$ cat src/rtl/wc_pkg.sv
package wc_pkg;
  // Commit is accepted only when idle and all programming guards are open.
  function automatic logic wc_accept(input logic commit, input logic allow,
                                     input logic low, input logic busy);
    return commit && !busy && allow && !low;
  endfunction

  // Commit arrives when idle but a guard refuses it.
  function automatic logic wc_refuse(input logic commit, input logic allow,
                                     input logic low, input logic busy);
    return commit && !busy && (!allow || low);
  endfunction

  // Read-only status from the current guard levels.
  function automatic logic wc_readonly(input logic allow, input logic low);
    return !allow || low;
  endfunction
endpackage

$ cat src/rtl/wc_guard.sv
module wc_guard (
  input  logic commit_i,
  input  logic allow_i,
  input  logic low_i,
  input  logic busy_i,
  output logic accept_o,
  output logic refuse_o,
  output logic ro_o
);
  import wc_pkg::*;
  always_comb begin
    accept_o = wc_accept(commit_i, allow_i, low_i, busy_i);
    refuse_o = wc_refuse(commit_i, allow_i, low_i, busy_i);
    ro_o     = wc_readonly(allow_i, low_i);
  end
endmodule

$ cat src/rtl/wc_timer.sv
module wc_timer #(
  parameter int WR_CYCLES = 200
) (
  input  logic clk,
  input  logic rst_n,
  input  logic start_i,
  input  logic kill_i,
  output logic busy_o,
  output logic finish_o,
  output logic cancel_o
);
  localparam int CW = $clog2(WR_CYCLES + 1);
  localparam logic [CW-1:0] LOAD = CW'(WR_CYCLES);

  logic [CW-1:0] cnt_q;
  logic          last_cycle;

  assign busy_o     = (cnt_q != '0);
  assign last_cycle = (cnt_q == CW'(1));

  always_ff @(posedge clk or negedge rst_n) begin
    if (!rst_n) begin
      cnt_q    <= '0;
      finish_o <= 1'b0;
      cancel_o <= 1'b0;
    end else begin
      finish_o <= 1'b0;
      cancel_o <= 1'b0;
      if (busy_o && kill_i) begin
        cnt_q    <= '0;
        cancel_o <= 1'b1;
      end else if (busy_o) begin
        cnt_q    <= cnt_q - CW'(1);
        finish_o <= last_cycle;
      end else if (start_i) begin
        cnt_q <= LOAD;
      end
    end
  end
endmodule

$ cat src/rtl/wc_ack_gate.sv
module wc_ack_gate (
  input  logic req_i,
  input  logic busy_i,
  output logic ack_o
);
  assign ack_o = req_i && !busy_i;
endmodule

$ cat src/rtl/eeprom_wcycle_ctrl.sv
module eeprom_wcycle_ctrl #(
  parameter int WR_CYCLES = 200
) (
  input  logic clk,
  input  logic rst_n,
  input  logic commit_i,
  input  logic wp_allow_i,
  input  logic low_supply_i,
  input  logic ack_req_i,
  output logic ack_o,
  output logic busy_o,
  output logic done_o,
  output logic reject_o,
  output logic abort_o,
  output logic ro_o
);
  // Named internal events, visible to the bound checker.
  logic accept_ev;
  logic refuse_ev;
  logic reject_q;

  wc_guard u_guard (
    .commit_i (commit_i),
    .allow_i  (wp_allow_i),
    .low_i    (low_supply_i),
    .busy_i   (busy_o),
    .accept_o (accept_ev),
    .refuse_o (refuse_ev),
    .ro_o     (ro_o)
  );

  wc_timer #(.WR_CYCLES(WR_CYCLES)) u_timer (
    .clk      (clk),
    .rst_n    (rst_n),
    .start_i  (accept_ev),
    .kill_i   (low_supply_i),
    .busy_o   (busy_o),
    .finish_o (done_o),
    .cancel_o (abort_o)
  );

  wc_ack_gate u_ack (
    .req_i  (ack_req_i),
    .busy_i (busy_o),
    .ack_o  (ack_o)
  );

  always_ff @(posedge clk or negedge rst_n) begin
    if (!rst_n) reject_q <= 1'b0;
    else        reject_q <= refuse_ev;
  end
  assign reject_o = reject_q;
endmodule

$ cat config.mk
export PLATFORM = sky130hd
export DESIGN_NAME = eeprom_wcycle_ctrl
export DESIGN_NICKNAME = d
export VERILOG_FILES = /design/src/rtl/wc_pkg.sv /design/src/rtl/wc_guard.sv /design/src/rtl/wc_timer.sv /design/src/rtl/wc_ack_gate.sv /design/src/rtl/eeprom_wcycle_ctrl.sv
export SDC_FILE = /design/constraint.sdc
export NUM_CORES = 1
export LEC_CHECK = 0
export BUFFER_PORTS_ARGS = -buffer_cell sky130_fd_sc_hd__buf_2
export CAP_MARGIN = 30
export CORE_AREA = 2 2 39 41
export CTS_BUF_LIST = sky130_fd_sc_hd__clkbuf_16
export CTS_CLUSTER_SIZE = 25
export DETAILED_ROUTE_END_ITERATION = 10
export DIE_AREA = 0 0 41 43
export GPL_TIMING_DRIVEN = 0
export PLACE_DENSITY = 0.65
export SLEW_MARGIN = 20
export SYNTH_ARGS = -nofsm -noshare
export SYNTH_HDL_FRONTEND = slang
export SYNTH_SLANG_ARGS = --single-unit
$ cat constraint.sdc
create_clock -name clk -period 5.1 [get_ports clk]
set_input_delay 0.51 -clock clk [delete_from_list [all_inputs] [get_ports clk]]
set_output_delay 0.51 -clock clk [all_outputs]
set_load 0.02 [all_outputs]
# ---- After elaboration in Yosys (flattened, before gate mapping)
# Index checks and enable logic that the tools add are counted.
dict set report classes {
  addsub 1
  eq_ne 1
  mux 6
  reduce_logical 12
}
# operator count
set ops {}
lappend ops {{$mux W8} 3}
lappend ops {{$eq A8 B1 Y1 const B} 1}
lappend ops {{$reduce_bool A8 Y1} 1}
lappend ops {{$sub A8 B1 Y8 const B} 1}
lappend ops {{$logic_and A1 B1 Y1} 6}
lappend ops {{$logic_not A1 Y1} 3}
lappend ops {{$mux W1} 3}
lappend ops {{$reduce_bool A3 Y1} 1}
lappend ops {{$logic_or A1 B1 Y1} 1}
dict set report totals {
  ff_bits 11
  input_bits 6
  out_inout_bits 6
  wordCells 24
}

# ---- Depth between registers and ports, before layout
dict set report logic_depth {
  ltp_word 8
  ltp_mapped 7
  mapped_depth_nobuf 6
}

# ---- Hierarchy
# Synthesis repeated with hierarchy kept, for this count alone.
dict set report unflattened {
  cells_unflattened 51
  area_unflattened_um2 581.8
}
# module n_inst cells_per_inst area_per_inst_um2 seq_area_each_um2
set by_module_without_submodules {}
lappend by_module_without_submodules {wc_timer 1 46 508.0 250.2}
lappend by_module_without_submodules {wc_guard 1 3 35.0 0.0}
lappend by_module_without_submodules {eeprom_wcycle_ctrl 1 1 25.0 25.0}
lappend by_module_without_submodules {wc_ack_gate 1 1 13.8 0.0}

# ---- Worst setup path before layout
# Ideal clock, no wire load.
dict set report synth_timing {
  path_kind {reg-to-output}
  start {reg u_timer.cnt_q[0]}
  end {out ack_o}
  t_arrival_ns 1.630
  required_time_ns 4.590
  slack_ns 2.960
  stages_incl_launch_ff 6
  path_buffers 1
  cell_sequence {dfrtp_1 > clkbuf_1 > inv_1 > ha_1 > nor4b_1 > and3_1}
}
dict set report synth_via {
  elab_chain_len 3
}
# element line_no
set synth_lines {}
lappend synth_lines {{from (decl)} wc_timer.sv:15} ;# logic [CW-1:0] cnt_q;
lappend synth_lines {{from (signal assigned)} wc_timer.sv:33} ;# cnt_q <= cnt_q - CW'(1);
lappend synth_lines {{$reduce_bool A8 Y1} wc_timer.sv:18} ;# assign busy_o = (cnt_q != '0);
lappend synth_lines {{$logic_not A1 Y1} wc_ack_gate.sv:6} ;# assign ack_o = req_i && !busy_i;
lappend synth_lines {{$logic_and A1 B1 Y1} wc_ack_gate.sv:6}
lappend synth_lines {{to (decl)} eeprom_wcycle_ctrl.sv:10} ;# output logic ack_o,
# Every way passes these cells.

# ---- Worst setup path in the final report
# Ends and elaborated chain as after synthesis.

==> results by stage <==
Critical path:
- The register-to-register setup slack is 2.94 ns.
- For the worst setup path, the data arrival time is 2.26 ns.
- The capture point of the worst path is ack_o.
- The startpoint class of the critical path is a register.
- The launch point of the critical path is u_timer.cnt_q[0].
- For the worst setup path, the data required time is 4.59 ns.
- The critical path endpoint category is an output pin.
- In this run the critical register-to-register path is captured at u_timer.cnt_q[0].
- The critical path start-end classification is reg -> out.
- Measured in cells, the most critical reg-to-reg path has a length of 6.
- The startpoint of the lowest-slack register-to-register path is u_timer.cnt_q[0].
- Of all nets on the critical path, the largest fanout is 7.

Synthesis:
- Yosys mapped the design onto 29 distinct sky130hd cell types.
- The post-synth net total is between 60 and 70.
- The mean instance size in the synthesized netlist is 9.57 um2.
- After synthesis, the share of flip-flops with an asynchronous set or reset is 100%.
- sky130_fd_sc_hd__dfrtp_1 takes more of the synthesized area than any other cell.
- In the synthesized netlist, the number of instances is 60.
- After synthesis, the cell types taking the most area are sky130_fd_sc_hd__dfrtp_1 (48%), sky130_fd_sc_hd__a21oi_1 (4.4%), sky130_fd_sc_hd__ha_1 (4.4%).
- The primary flip-flop cell chosen by synthesis mapping is sky130_fd_sc_hd__dfrtp_1.
- The top cell type's share of synthesized area is 47.9%.
- After synthesis the netlist holds a flip-flop and latch count of 11.
- The number of flops mapped to enable cells by yosys is 0.
- The post-synthesis sequential area ratio is 47.9%.
- Summing every instance area after synthesis gives 574 um2.
- The warning count from the yosys run is 0.

CTS:
- In this run, CTS created clock tree buffers numbering 3.
- Hold repair after CTS inserted 0 buffers.
- The post-cts resize count is 0.
- The cell sitting at the root of the clock tree is a sky130_fd_sc_hd__clkbuf_16.
- The longest clock path from root to sink contains 2 buffers.
- The number of setup buffers added after CTS is 0.
- The number of H-tree levels is 1.
- The count of clock tree sinks is 11.
- TritonCTS built the clock tree.
- The clock-pin slew of the registers on the worst-case setup and hold paths is 0.04 ns.
- At the later pin of the worst-skew pair, clock insertion delay measures 0.24 ns.

Timing:
- The max-slew violation count is 0.
- Setup violations remaining at the end of the flow were counted as 0.
- The shortest clock period the worst path allows after layout is 2.77 ns.
- Across the routed clock network, the largest skew measured is 0.00250 ns.
- Once routing completed, OpenROAD measured the worst setup slack at about 2.3 ns.
- Setup repair after global routing left no endpoint under its margin.
- Dividing the final minimum period by the clock period gives 54.3%.
- For the final routed database, the setup TNS stands at 0 ns.
- The tightest hold path in the finished design has a slack of 0.134 ns.
- The max-slew headroom at the worst pin is 41.7%.
- The number of hold violations in the final report is 0.
- For the pin with the worst max-slew slack, the measured transition is 0.862 ns.
- The maximum clock rate is around 0.36 GHz.

Route:
- The via-per-instance ratio is around 5.6.
- Dividing the detail-routed wire length by the instance count gives around 14 um.
- The iteration-0 DRC count of the detailed router is 20.
- In the routed design, unresolved DRC markers number 0.
- Summing over every cut layer, the via total after detailed routing is 507.
- The post-route antenna net violation count is 0.
- The pre-antenna-repair detailed-routing pass consisted of 5 iterations.
- The wire length reported by the detailed router is around 1200 um.

Floorplanning:
- The core region area is 1380 um2.
- For this design the top-level I/O count stands at 12.
- The effective utilization at floorplan is 41.5%.
- The width of the die is 41 um.
- The die extent in y is 43 um.
- The die covers around 1800 um2.
- The floorplan has 14 rows.

Pwr:
- Internal power comes to 312 uW.
- Across the VDD grid, the largest voltage drop is roughly 0.34 mV.
- Dividing total power by cell area gives a power density of 696 nW/um2.
- Per report_power, the sequential group accounts for 28.7% of the total.
- The analysis attributes to cell leakage a power of 0.356 nW.
- The net switching fraction of the power is 38.4%.
- Combinational logic is responsible for 43.4% of the overall power.
- The switching power is 195 uW.
- Of the total power, the clock network draws between 20% and 30%.

Layout:
- The final-layout fill cell count is 129.
- Summing all flip-flop and latch instances after layout gives 275 um2.
- The fraction of final layout cells with drive strength greater than 1 is 21.3%.
- The net count of the finished layout is 84.
- The multi-input gate area in the final layout is 280 um2.
- The finished layout holds 91 standard cells, fillers aside.
- The growth of design area from synthesis to finish is 26.8%.
- The repair_antennas step left the layout with diodes totalling 0.

Status:
- The run finished with clean final reports.

Place:
- Once placement completed, the tool counted placed cells totaling slightly below 90.
- The weighted congestion at the end of routability-driven global placement is 0.814.
- The number of input and output port buffers inserted is 11.
- Before CTS, the worst setup slack after placement is 2.72 ns.
- Detailed placement ended at an HPWL of roughly 880 um.

Global routing:
- For this run the aggregate overflow at the end of global routing stands at 0.
- Entering global routing, the biggest net connects 12 pins.
- The number of global-route vias before repair came to roughly 500.
- The first global-routing pass estimated roughly 2100 um of wire.
- Global routing used approximately 18% of the available tracks.
- The number of antenna violations at the first check in global routing is 0.

Run:
- The max capacitance violation total is 0.

Min path:
- The tightest min-delay check is of the in -> async type.
per-layer routing:
layer  GRT usage [%]  routed length, um  share of wire [%]  vias to the layer above
met4            8.00                 18                1.5                        0
met5               0                  0                  0                        -
met1            22.7                541                 44                      234
met2            25.6                610                 49                       17
li1                -                  -                  -                      252
met3            6.28                 67                5.4                        4
metrics by stage:
step / instance area, um2 / power (mW) / util (%)
after floorplan: 574 / 0.309 / -
after global placement: 649 / 0.359 / 46.9
after detailed placement: 649 / 0.362 / 46.9
after CTS: 728 / 0.507 / 52.6
after global routing: 728 / 0.541 / 52.6
final: 728 / 0.507 / 52.6
cells by family after synthesis:
logic type / share of synthesized area (%)
and+or+nand+nor: 22.4
AOI/OAI and AO/OA: 18.7
DFF: 47.9
buffers and inverters: 3.27
adders and majority gates: 4.36
xor gates and xnor gates: 1.53
muxes: 1.74
power by group through the flow:
| stage | registers (mW) | clock network (mW) | logic [mW] |
|---|---|---|---|
| after global routing | 0.152 | 0.147 | 0.242 |
| after detailed placement | 0.146 | 0 | 0.215 |
| final | 0.146 | 0.141 | 0.220 |
| after floorplan | 0.149 | 0 | 0.160 |
| after CTS | 0.145 | 0.142 | 0.219 |
| after global placement | 0.145 | 0 | 0.214 |
flip-flops by register name, indices dropped and copies added, names as in the netlist:
name,count
reject_o,1
u_timer.cancel_o,1
u_timer.cnt_q,8
u_timer.finish_o,1
critical path, cell delays in order, from the launching register on:
cell and delay [ns]:
sky130_fd_sc_hd__dfrtp_1 0.37, sky130_fd_sc_hd__clkbuf_1 0.18, sky130_fd_sc_hd__inv_1 0.09, sky130_fd_sc_hd__ha_1 0.25, sky130_fd_sc_hd__nor4b_1 0.72, sky130_fd_sc_hd__and3_1 0.25
sky130_fd_sc_hd__buf_2 0.16
synthesized netlist by cell type (2+ instances only):
library cell,count
sky130_fd_sc_hd__and3_1,2
sky130_fd_sc_hd__nor3_1,5
sky130_fd_sc_hd__ha_1,2
sky130_fd_sc_hd__nand2_1,4
sky130_fd_sc_hd__dfrtp_1,11
sky130_fd_sc_hd__inv_1,4
sky130_fd_sc_hd__a21oi_1,5
sky130_fd_sc_hd__o21ai_0,3
sky130_fd_sc_hd__nor2_1,4
worst min-delay path by stage:
stage | from | to | slack (ns) | cells past startpoint
floorplan | rst_n | reject_o | 0.21 | 0
global placement | rst_n | u_timer.cnt_q[1] | 0.39 | 1
detailed placement | rst_n | u_timer.cnt_q[1] | 0.39 | 1
CTS | rst_n | u_timer.cnt_q[1] | 0.15 | 1
global route | rst_n | u_timer.cnt_q[1] | 0.15 | 1
finish | rst_n | u_timer.cnt_q[0] | 0.13 | 1
final cells by class:
type | instances | area share (%)
buffer | 1 | 0.515
clock buffer | 3 | 10.3
clock inverter | 1 | 0.515
inverter | 4 | 2.06
multi-input combinational | 44 | 38.5
sequential | 11 | 37.8
tap | 16 | 2.75
timing repair buffer | 11 | 7.56
cells in the final DEF (no fill, tap or decap), drive strengths merged, types with 2 or more instances in the layout:
master,netlist,final
buf,0,11
dfrtp,11,11
inv,4,5
nor3,5,5
a21oi,5,5
nor2,4,4
nand2,4,4
clkbuf,1,4
o21ai,3,3
and3,2,2
ha,2,2
or3,2,2
(Power assumes the default switching activity.)
